**config.mk**
```make
export PLATFORM = sky130hd
export DESIGN_NAME = tick_pulse_pair
export DESIGN_NICKNAME = d
export VERILOG_FILES = /design/src/rtl/tpp_pkg.sv /design/src/rtl/tpp_interval_cnt.sv /design/src/rtl/tpp_pulse_width.sv /design/src/rtl/tpp_event_flag.sv /design/src/rtl/tick_pulse_pair.sv
export SDC_FILE = /design/constraint.sdc
export NUM_CORES = 1
export LEC_CHECK = 0
export BUFFER_PORTS_ARGS = -buffer_cell sky130_fd_sc_hd__buf_2
export CAP_MARGIN = 10
export CORE_ASPECT_RATIO = 1.25
export CORE_MARGIN = 5
export CORE_UTILIZATION = 45
export CTS_CLUSTER_DIAMETER = 30
export DETAILED_ROUTE_END_ITERATION = 7
export SKIP_CTS_REPAIR_TIMING = 1
export SLEW_MARGIN = 20
export SYNTH_ARGS = -nofsm -noshare
export SYNTH_HDL_FRONTEND = slang
export SYNTH_SLANG_ARGS = --single-unit
```
**constraint.sdc**
```tcl
create_clock -name clk -period 5.54 [get_ports clk]
set_input_delay 1.108 -clock clk [delete_from_list [all_inputs] [get_ports clk]]
set_output_delay 1.108 -clock clk [all_outputs]
set_load 0.005 [all_outputs]
```
**src/rtl/tpp_pkg.sv**
```systemverilog
package tpp_pkg;
  localparam int unsigned TPP_N_GEN  = 2;
  localparam int unsigned TPP_PER_W  = 32;
  localparam int unsigned TPP_TICK_W = 8;
  localparam int unsigned TPP_PRSC_W = 16;
endpackage

```
**src/rtl/tpp_interval_cnt.sv**
```systemverilog
module tpp_interval_cnt #(
  parameter int unsigned PER_W  = 32,
  parameter int unsigned TICK_W = 8
) (
  input  logic              clk,
  input  logic              rst_n,
  input  logic              en_i,
  input  logic              tick_i,
  input  logic [TICK_W-1:0] tick_ns_i,
  input  logic              wr_i,
  input  logic [PER_W-1:0]  wdata_i,
  output logic              fire_o
);
  localparam int unsigned PAD_W = PER_W - TICK_W;

  logic [PER_W-1:0] per_q, per_d;
  logic [PER_W-1:0] rem_q, rem_d;
  logic [PER_W-1:0] step;
  logic             rem_ld;

  assign step = {{PAD_W{1'b0}}, tick_ns_i};

  // next state: a write wins, then the disable reload, then a tick
  always_comb begin
    per_d  = per_q;
    rem_d  = rem_q;
    fire_o = 1'b0;
    if (wr_i) begin
      per_d = wdata_i;
      rem_d = wdata_i;
    end else if (!en_i) begin
      rem_d = per_q;
    end else if (tick_i) begin
      if (rem_q < step) begin
        fire_o = 1'b1;
        rem_d  = per_q;
      end else begin
        rem_d  = rem_q - step;
      end
    end
  end

  assign rem_ld = wr_i | ~en_i | tick_i;

  always_ff @(posedge clk or negedge rst_n) begin
    if (!rst_n) begin
      per_q <= '0;
      rem_q <= '0;
    end else begin
      if (wr_i)   per_q <= per_d;
      if (rem_ld) rem_q <= rem_d;
    end
  end
endmodule

```
**src/rtl/tpp_pulse_width.sv**
```systemverilog
module tpp_pulse_width #(
  parameter int unsigned PRSC_W = 16
) (
  input  logic              clk,
  input  logic              rst_n,
  input  logic              en_i,
  input  logic              tick_i,
  input  logic              fire_i,
  input  logic [PRSC_W-1:0] width_i,
  output logic              pulse_o
);
  logic [PRSC_W-1:0] left_q, left_d;
  logic              left_ld;

  always_comb begin
    left_d = left_q;
    if (!en_i)
      left_d = '0;
    else if (fire_i)
      left_d = width_i;
    else if (tick_i && (left_q != '0))
      left_d = left_q - 1'b1;
  end

  assign left_ld = ~en_i | fire_i | tick_i;

  always_ff @(posedge clk or negedge rst_n) begin
    if (!rst_n)
      left_q <= '0;
    else if (left_ld)
      left_q <= left_d;
  end

  assign pulse_o = (left_q != '0);
endmodule

```
**src/rtl/tpp_event_flag.sv**
```systemverilog
module tpp_event_flag (
  input  logic clk,
  input  logic rst_n,
  input  logic set_i,
  input  logic clr_i,
  output logic flag_o
);
  logic flag_d;

  // a set arriving with a clear keeps the flag high
  always_comb flag_d = set_i | (flag_o & ~clr_i);

  always_ff @(posedge clk or negedge rst_n) begin
    if (!rst_n)
      flag_o <= 1'b0;
    else if (set_i | clr_i)
      flag_o <= flag_d;
  end
endmodule

```
**src/rtl/tick_pulse_pair.sv**
```systemverilog
module tick_pulse_pair
  import tpp_pkg::*;
#(
  parameter int unsigned N_GEN  = TPP_N_GEN,
  parameter int unsigned PER_W  = TPP_PER_W,
  parameter int unsigned TICK_W = TPP_TICK_W,
  parameter int unsigned PRSC_W = TPP_PRSC_W
) (
  input  logic              clk,
  input  logic              rst_n,
  input  logic              tick_i,
  input  logic [TICK_W-1:0] tick_ns_i,
  input  logic [PRSC_W-1:0] prsc_i,
  input  logic              en_i,
  input  logic [N_GEN-1:0]  per_wr_i,
  input  logic [PER_W-1:0]  per_wdata_i,
  input  logic [N_GEN-1:0]  flag_clr_i,
  output logic [N_GEN-1:0]  pulse_o,
  output logic [N_GEN-1:0]  flag_o
);
  localparam logic [PRSC_W-1:0] ONE_TICK = PRSC_W'(1);

  logic [1:0]        rst_pipe_q;
  logic              rst_int_n;
  logic [PRSC_W-1:0] width_eff;
  logic [N_GEN-1:0]  fire;

  // asynchronous assertion, synchronous release
  always_ff @(posedge clk or negedge rst_n) begin
    if (!rst_n)
      rst_pipe_q <= 2'b00;
    else
      rst_pipe_q <= {rst_pipe_q[0], 1'b1};
  end
  assign rst_int_n = rst_pipe_q[1];

  assign width_eff = (prsc_i == '0) ? ONE_TICK : prsc_i;

  for (genvar g = 0; g < N_GEN; g++) begin : g_gen
    tpp_interval_cnt #(.PER_W(PER_W), .TICK_W(TICK_W)) u_cnt (
      .clk       (clk),
      .rst_n     (rst_int_n),
      .en_i      (en_i),
      .tick_i    (tick_i),
      .tick_ns_i (tick_ns_i),
      .wr_i      (per_wr_i[g]),
      .wdata_i   (per_wdata_i),
      .fire_o    (fire[g])
    );

    tpp_pulse_width #(.PRSC_W(PRSC_W)) u_width (
      .clk     (clk),
      .rst_n   (rst_int_n),
      .en_i    (en_i),
      .tick_i  (tick_i),
      .fire_i  (fire[g]),
      .width_i (width_eff),
      .pulse_o (pulse_o[g])
    );

    tpp_event_flag u_flag (
      .clk    (clk),
      .rst_n  (rst_int_n),
      .set_i  (fire[g]),
      .clr_i  (flag_clr_i[g]),
      .flag_o (flag_o[g])
    );
  end
endmodule

```
==> out/qor.txt, run 1 <==
Status: completed
FF/Latch Area: 4108 um^2
Final instance count without filler cells: 1375
Worst setup path category: in -> reg
CP Data Arrival Time: 4.03 ns
CP endpoint kind: flop
Cells after synthesis: 1042
Top Ports: 68
Antenna-violating nets left: 0
FMAX: 0.2718 GHz
Fin crit share: 0.6641
Cell taking the most area after synthesis: dfrtp_1
Longest Clk Path Bufs: 2
Global-route wire length before repair: 45170 um
Reg2reg end: g_gen[0].u_cnt.rem_q[5]
Post-synth top area share: 0.4327
Worst Skew: 0.009275 ns
P_leak: 4.486 nW
CTS root buf: clkbuf_16
Worst Path Max Fanout: 15
YS warnings: 0
Detailed Route Iter0 Violations: 493
GRT Total Usage: 0.2375
Core area: 20820 um^2
R2R depth: 11
# setup viols final: 0
Initial antenna violation count: 2
PortBufs: 67
Grt ovf: 0
Final Wtd Congestion: 0.9259
Clock slew at reported path FFs: 0.07 ns
Placed Cells: 1342
Die Y: 172.3 um
Syn nets: 1126
Via/cell ratio: 6.047
Post-synth EDFFs: 0
Syn Std Cell Area: 9484 um^2
Worst EP required: 5.90 ns
Fin area: 10660 um^2
Cell variety after synth: 83
Final hold viol count: 0
Main flop type after synthesis: dfrtp_1
Drt wl/cell: 20.63 um
Site Rows: 59
Commonest cells after routing, fill and taps aside: dfrtp_1, nand2_1, nor2_1
Vias in the first global route: 8216
DP HPWL: 20150 um
Hold depth: 0
Final cell utilization of the core: 0.5120
R2R Path Start: g_gen[0].u_cnt.rem_q[0]
Layout cells sized above 1: 0.1600
RSZ-0062 raised after global routing: no
Async SR Flop Fraction: 1.000
Synth area leaders: dfrtp_1, mux2_2, nand2_1
CP Launch Type: input port
CTS tree: built
Filler cell count: 1992
Mapped Avg Cell Area: 9.102 um^2
Largest net degree at the start of global routing: 163
Area growth from synthesis to layout: 12.39%
# DRC: 0
Total negative slack: 0 ns
Worst Tran Pin Value: 0.9393 ns
Total power: 4.008 mW
TritonCTS buffer count: 17
Clock sinks: 164
WL final: 28370 um
Max-slew violations: 0
Period minus WS final: 3.679 ns
Chip Width: 139.9 um
Via count: 8315
Synth Register Bits: 164
Worst hold start: rst_pipe_q[0]
Initial Util: 0.4556
Placed Area: 10030 um^2
Seq/Total Area, Yosys: 0.4327
Worst-skew pair later-pin latency: 0.43 ns
Total of max-cap violations: 0
VDD IR-drop max: 0.2195 mV
H-Tree Level Count: 4
Die area: 24100 um^2
Power Dens Cells: 376.0 nW/um^2
First-pass DRT Iterations: 6
Slew margin rel.: 0.3738
Final Net Count: 1171
R2R Setup Slk: 2.27 ns
Hold EP: rst_pipe_q[1]
Commonest non-fill, non-tap cell in the layout: dfrtp_1
Area of the multi-input gates: 4972 um^2
HP Class: reg -> reg
## worst max-delay path by stage
stage | end | start | slack [ns]
after global placement | g_gen[1].u_cnt.rem_q[12] | tick_ns_i[0] | 1.55
after CTS | g_gen[1].u_cnt.rem_q[12] | tick_ns_i[0] | 1.96
after floorplan | g_gen[0].u_cnt.per_q[0] | rst_pipe_q[1] | 0.63
after detailed placement | g_gen[1].u_cnt.rem_q[12] | tick_ns_i[0] | 1.51
final | g_gen[0].u_cnt.rem_q[5] | tick_ns_i[2] | 1.86
after global routing | g_gen[0].u_cnt.rem_q[10] | tick_ns_i[2] | 1.65
## sequential cells by signal, summed over array words and instances, names as in the netlist
register and cells:
g_gen.u_cnt.rem_q 64, g_gen.u_cnt.per_q 64, g_gen.u_flag.flag_o 2, g_gen.u_width.left_q 32, rst_pipe_q 2
## Yosys cell counts (all sizes together) (4+ instances only)
master / count
nor2b: 13
a22o: 4
mux2: 42
a221o: 8
and2: 8
nand4: 14
or3: 11
o21a: 8
buf: 21
o21ai: 83
nor2: 91
a21o: 7
a221oi: 7
xor2: 8
o22ai: 14
or2: 6
nand2: 107
a22oi: 6
o211ai: 9
nor4: 21
o32ai: 4
a211oi: 16
or4: 4
o31a: 4
nor3: 36
ha: 18
mux2i: 8
xnor2: 22
nor3b: 5
o22a: 4
and3: 6
nand2b: 9
o31ai: 12
a21oi: 68
clkbuf: 32
a31oi: 16
a21boi: 7
inv: 44
dfrtp: 164
nand3: 27
## per-stage QoR
step	worst slack (ns)	hold WS, ns
after floorplan	0.6320	0.3312
after global placement	1.552	0.3377
after detailed placement	1.515	0.3434
after CTS	1.964	0.3606
after global routing	1.652	0.3638
final	1.861	0.3541
## worst max-delay path: stages
cell	delay (ns)
buf_2	0.07
inv_1	0.05
ha_1	0.34
nor2b_1	0.17
o31ai_1	0.53
a21o_1	0.50
a21oi_1	0.21
buf_4	0.24
nor2_1	0.46
a222oi_1	0.17
o21ai_0	0.17
## power by group
part / switching, mW / internal, mW / leakage [nW]
combinational: 0.665 / 0.500 / 2.18
sequential: 0.182 / 1.38 / 2.00
clock: 0.543 / 0.737 / 0.305
## final cells by class
| type | instances | area share |
|---|---|---|
| multi-input combinational | 780 | 0.4665 |
| antenna | 1 | 0.0002348 |
| timing repair buffer | 79 | 0.04108 |
| sequential | 164 | 0.3854 |
| tap | 274 | 0.03216 |
| clock buffer | 18 | 0.04120 |
| clock inverter | 14 | 0.01761 |
| inverter | 45 | 0.01585 |
## cells by family (layout without fill, tap and decap cells)
logic type / count (synthesis) / after routing / synth area share
AO/OA/AOI/OAI: 305 / 305 / 0.2104
other: 1 / 2 / 0.0003954
AND/OR/NAND/NOR: 374 / 374 / 0.1992
flip-flops: 164 / 164 / 0.4327
buffers and inverters: 98 / 156 / 0.04327
multiplexers: 50 / 50 / 0.05831
adder cells (fa/ha/maj): 20 / 20 / 0.02797
XOR/XNOR: 30 / 30 / 0.02770
## routing by layer
| layer | track usage | up-vias | part of all wire | wire length, um |
|---|---|---|---|---|
| li1 | - | 3923 | - | - |
| met1 | 0.3031 | 4094 | 0.42 | 12030 |
| met2 | 0.3986 | 241 | 0.49 | 13840 |
| met3 | 0.04647 | 55 | 0.051 | 1461 |
| met4 | 0.09692 | 2 | 0.036 | 1025 |
| met5 | 0 | - | 0.00046 | 13 |
No activity file was read; power rests on OpenSTA's default activity.
==> run 2, diff against run 1 <==
--- a/config.mk
+++ b/config.mk
@@ -5,6 +5,7 @@
 export SDC_FILE = /design/constraint.sdc
 export NUM_CORES = 1
 export LEC_CHECK = 0
+export ABC_AREA = 1
 export BUFFER_PORTS_ARGS = -buffer_cell sky130_fd_sc_hd__buf_2
 export CAP_MARGIN = 10
 export CORE_ASPECT_RATIO = 1.25
==> constraint.sdc (replaced) <==
create_clock -name clk -period 3.82 [get_ports clk]
set_input_delay 0.764 -clock clk [delete_from_list [all_inputs] [get_ports clk]]
set_output_delay 0.764 -clock clk [all_outputs]
set_load 0.005 [all_outputs]
==> out/qor.txt, run 2 <==
Synth area leaders: dfrtp_1, nand2_1, inv_1
Seq/Total Area, Yosys: 0.3712
Placed Cells: 2044
Final instance count without filler cells: 2076
Site Rows: 64
Cells after synthesis: 1689
CP endpoint kind: output pin
P_leak: 6.639 nW
Antenna-violating nets left: 0
Final Wtd Congestion: 0.9705
Final Net Count: 1817
Worst EP required: 3.06 ns
TritonCTS buffer count: 17
Via count: 10530
Clk network pwr share: 0.289
Die Y: 185.3 um
CP Launch Type: flop
Sw power: 2.477 mW
P_int: 3.853 mW
HP Class: in -> async
DP HPWL: 24940 um
FMAX: 0.3323 GHz
H-Tree Level Count: 4
Power Dens Cells: 516.5 nW/um^2
PortBufs: 67
Worst Skew: 0.01043 ns
Register share of total power: 0.356
N_diodes: 0
Grt ovf: 0
Worst Path Max Fanout: 5
WL final: 32870 um
# setup viols final: 0
Die area: 27830 um^2
Global-route wire length before repair: 54520 um
VDD IR-drop max: 0.3745 mV
Vias in the first global route: 10320
Slew margin rel.: 0.3364
Drt wl/cell: 15.83 um
Core area: 24340 um^2
Main flop type after synthesis: dfrtp_1
First-pass DRT Iterations: 5
GRT Total Usage: 0.2497
Status: completed
Total power: 6.330 mW
Fin crit share: 0.7878
Max-slew violations: 0
Initial antenna violation count: 0
Top Ports: 68
Commonest non-fill, non-tap cell in the layout: nand2_1
Total of max-cap violations: 0
Syn Std Cell Area: 11060 um^2
Synth Register Bits: 164
Longest Clk Path Bufs: 2
Post-synth top area share: 0.3712
Leading cell types by count after synthesis: nand2_1, inv_1, dfrtp_1, nor2_1, nand3_1
Area growth from synthesis to layout: 10.84%
Period minus WS final: 3.009 ns
Total negative slack: 0 ns
Gate power share: 0.356
Count leader, synth: nand2_1
Worst setup path category: reg -> out
Chip Width: 150.2 um
Sw frac: 0.3913
CTS root buf: clkbuf_16
CP Data Arrival Time: 2.25 ns
Placed Area: 11650 um^2
Layout cells sized above 1: 0.08534
Fin area: 12260 um^2
Cell taking the most area after synthesis: dfrtp_1
YS warnings: 0
Largest regs: g_gen.u_cnt.per_q: 64 flops, g_gen.u_cnt.rem_q: 64 flops, g_gen.u_width.left_q: 32 flops
Largest net degree at the start of global routing: 71
Post-synth EDFFs: 0
Commonest cells after routing, fill and taps aside: nand2_1, inv_1, dfrtp_1
Final hold viol count: 0
Worst Tran Pin Value: 0.9939 ns
# DRC: 0
Clock slew at reported path FFs: 0.07 ns
Cell variety after synth: 40
RSZ-0062 raised after global routing: no
Async SR Flop Fraction: 1.000
Via/cell ratio: 5.073
Worst hold slack: 0.08784 ns
Detailed Route Iter0 Violations: 670
Clock sinks: 164
Worst-skew pair later-pin latency: 0.44 ns
Mapped Avg Cell Area: 6.546 um^2
Initial Util: 0.4542
Syn nets: 1773
CTS tree: built
run 2: cell types whose count changed after synthesis, sizes merged, moves of 17 or more:
cell and change:
xnor2 -17, a21oi -20, xor2 +32, nor2 +85
o21ai +34, nand3 +133, nor3 -22, inv +199
nand2 +476, mux2 -42, nor4 -18
run 2: power by group through the flow:
stage               registers (mW)  logic, mW  clock network, mW
floorplan                     2.23       1.74                  0
global placement              2.28       2.22                  0
detailed placement            2.28       2.24                  0
CTS                           2.25       2.26               1.86
global route                  2.29       2.62               1.94
finish                        2.25       2.25               1.83
run 2: path summary, 6_finish.rpt:
| check | startpoint | to | slack [ns] | cells past startpoint |
|---|---|---|---|---|
| hold reg to reg | rst_pipe_q[0] | rst_pipe_q[1] | 0.36 | 0 |
| min in group clk | rst_pipe_q[0] | rst_pipe_q[1] | 0.36 | 0 |
| setup / recovery | g_gen[1].u_width.left_q[0] | pulse_o[1] | 0.81 | 8 |
| max in group asynchronous | rst_pipe_q[1] | g_gen[1].u_cnt.rem_q[30] | 2.56 | 1 |
| hold / removal | rst_n | rst_pipe_q[1] | 0.09 | 1 |
| setup reg to reg | g_gen[0].u_cnt.rem_q[0] | g_gen[0].u_width.left_q[12] | 1.21 | 14 |
run 2: layout make-up:
type | count | area (um^2)
tap | 330 | 412.9
fill | 2576 | 12090
sequential | 164 | 4108
multi-input combinational | 1225 | 5758
timing repair buffer | 81 | 452.9
inverter | 244 | 915.9
clock inverter | 12 | 141.4
clock buffer | 20 | 466.7
run 2: cell families after synthesis:
kind of cell,after synthesis,synth area share
compound gates,173,0.08114
xor+xnor,45,0.03565
fa+ha+maj,20,0.02399
buf+inv,300,0.1081
flops,164,0.3712
other cells,1,0.0003392
simple gates,986,0.3797
run 2: layer usage:
layer,GRT usage,routed length (um),up-vias,part of all wire
met2,0.4417,16650,210,0.51
li1,-,-,5354,-
met1,0.3224,14540,4930,0.44
met3,0.02961,1055,38,0.032
met5,0,0,-,0
met4,0.06884,624,0,0.019
run 2: critical path: stages (launching register included):
cell and delay [ns]:
dfrtp_1 0.38, inv_1 0.10, ha_1 0.22, nand3_1 0.21, nor2_1 0.25, nand2_1 0.15, nor3_1 0.15, nand4_1 0.18
buf_2 0.18
run 2: stage by stage:
step | setup WS, ns | util
after global routing | 0.6320 | 0.5034
after CTS | 0.7794 | 0.5034
after floorplan | 1.107 | -
final | 0.8105 | 0.5034
after detailed placement | 0.6582 | 0.4785
after global placement | 0.6908 | 0.4785
==> run 3, diff against run 2 <==
==> constraint.sdc (replaced) <==
create_clock -name clk -period 3 [get_ports clk]
set_input_delay 0.6 -clock clk [delete_from_list [all_inputs] [get_ports clk]]
set_output_delay 0.6 -clock clk [all_outputs]
set_load 0.005 [all_outputs]
==> out/qor.txt, run 3 (synthesis gave the netlist of run 2 again) <==
Status: completed
Final Net Count: 1833
# DRC: 0
Chip Width: 150.2 um
Layout cells sized above 1: 0.09256
DP HPWL: 25070 um
P_leak: 6.742 nW
Max-slew violations: 0
CP Launch Type: flop
Grt ovf: 0
Total negative slack: 0 ns
First-pass DRT Iterations: 6
RSZ-0062 raised after global routing: no
HP Class: in -> reg
Crit-path slowest cell: dfrtp_1
Worst Skew: 0.01071 ns
PortBufs: 67
Worst-skew pair later-pin latency: 0.44 ns
Fin crit share: 0.9159
Slowest stage delay, CP: 0.38 ns
Initial Util: 0.4542
CP Data Arrival Time: 2.15 ns
Detailed Route Iter0 Violations: 709
Die area: 27830 um^2
Core area: 24340 um^2
Clock slew at reported path FFs: 0.06 ns
Longest Clk Path Bufs: 2
GRT Total Usage: 0.2424
Worst EP required: 2.40 ns
Final Wtd Congestion: 0.9492
Site Rows: 64
Area growth from synthesis to layout: 12.37%
# setup viols final: 0
Die Y: 185.3 um
Via count: 10600
FMAX: 0.3640 GHz
Commonest non-fill, non-tap cell in the layout: nand2_1
Total power: 8.029 mW
TritonCTS buffer count: 17
Commonest cells after routing, fill and taps aside: nand2_1, inv_1, dfrtp_1
Antenna-violating nets left: 0
CP endpoint kind: output pin
Global-route wire length before repair: 53350 um
Largest net degree at the start of global routing: 57
Period minus WS final: 2.748 ns
Worst hold start: flag_clr_i[1]
Top Ports: 68
Initial antenna violation count: 0
H-Tree Level Count: 4
Total of max-cap violations: 0
Final hold viol count: 0
Drt wl/cell: 15.66 um
WL final: 32740 um
Vias in the first global route: 10340
Largest regs: g_gen.u_cnt.per_q: 64 flops, g_gen.u_cnt.rem_q: 64 flops, g_gen.u_width.left_q: 32 flops
VDD IR-drop max: 0.4055 mV
CP Launch Point: g_gen[1].u_width.left_q[0]
Worst Path Max Fanout: 5
CTS root buf: clkbuf_16
N_diodes: 0
Crit-path cells: inv_1 > ha_1 > nand3_1 > nor2_2 > nand2_1 > nor3_1 > nand4_1 > buf_2
Worst setup path category: reg -> out
CTS tree: built
Slew margin rel.: 0.3418
Worst Tran Pin Value: 0.9858 ns
Clock sinks: 164
Via/cell ratio: 5.069
Power Dens Cells: 646.2 nW/um^2
R2R Path Start: g_gen[0].u_cnt.rem_q[0]
==> run 3: changes by cell type in the layout (fill, tap and decap cells not counted), moves of 2 or more <==
cell        change
buf_4          +11
buf_12          +4
inv_6           -4
clkinv_2        +3
clkbuf_1        +2
clkinvlp_4      -2
==> run 3: worst paths after layout <==
| kind | cells after the start | slack (ns) | endpoint |
|---|---|---|---|
| setup / recovery | 8 | 0.25 | pulse_o[1] |
| hold / removal | 2 | 0.34 | g_gen[1].u_flag.flag_o |
| setup reg to reg | 16 | 0.59 | g_gen[0].u_cnt.rem_q[8] |
| hold reg to reg | 0 | 0.35 | rst_pipe_q[1] |
| max in group asynchronous | 2 | 1.67 | g_gen[1].u_flag.flag_o |
| min in group asynchronous | 0 | 0.36 | g_gen[0].u_cnt.per_q[30] |
==> run 3: power breakdown <==
| group | switching [mW] | total (mW) | internal (mW) | leakage, nW |
|---|---|---|---|---|
| Combinational | 1.81 | 2.87 | 1.06 | 4.44 |
| Clock | 0.931 | 2.30 | 1.37 | 0.288 |
| Sequential | 0.297 | 2.87 | 2.57 | 2.01 |
==> run 3: final cells by class <==
cell class / instances / area, um^2
clock inverters: 9 / 127.6
inverters: 244 / 915.9
flip-flops and latches: 164 / 4108
repair buffers: 97 / 625.6
clock buffers: 22 / 474.2
fillers: 2595 / 11920
well taps: 330 / 412.9
multi-input cells: 1225 / 5761
==> run 3: per-layer routing <==
layer	up-vias	GRT usage	routed length, um
met3	62	0.03206	1087
met1	4951	0.3105	14500
li1	5394	-	-
met4	0	0.08349	922
met5	-	0	0
met2	193	0.4212	16230
==> run 3: critical path, delay by kind of cell, from the launching register on <==
family	cells	cell delay, ns
DFF	1	0.38
and+or+nand+nor	5	0.88
buffers and inverters	2	0.26
adders and majority gates	1	0.18
==> run 3: stage by stage <==
step,util,setup slack [ns],hold slack (ns),instances,instance area (um^2)
after floorplan,-,0.2865,0.3044,1689,11060
after global placement,0.4851,0.2077,0.3428,2059,11810
after detailed placement,0.4851,0.1971,0.3347,2059,11810
after CTS,0.5099,0.1837,-0.07720,2090,12410
after global routing,0.5104,0.02842,0.3445,2091,12420
final,0.5104,0.2524,0.3388,2091,12420
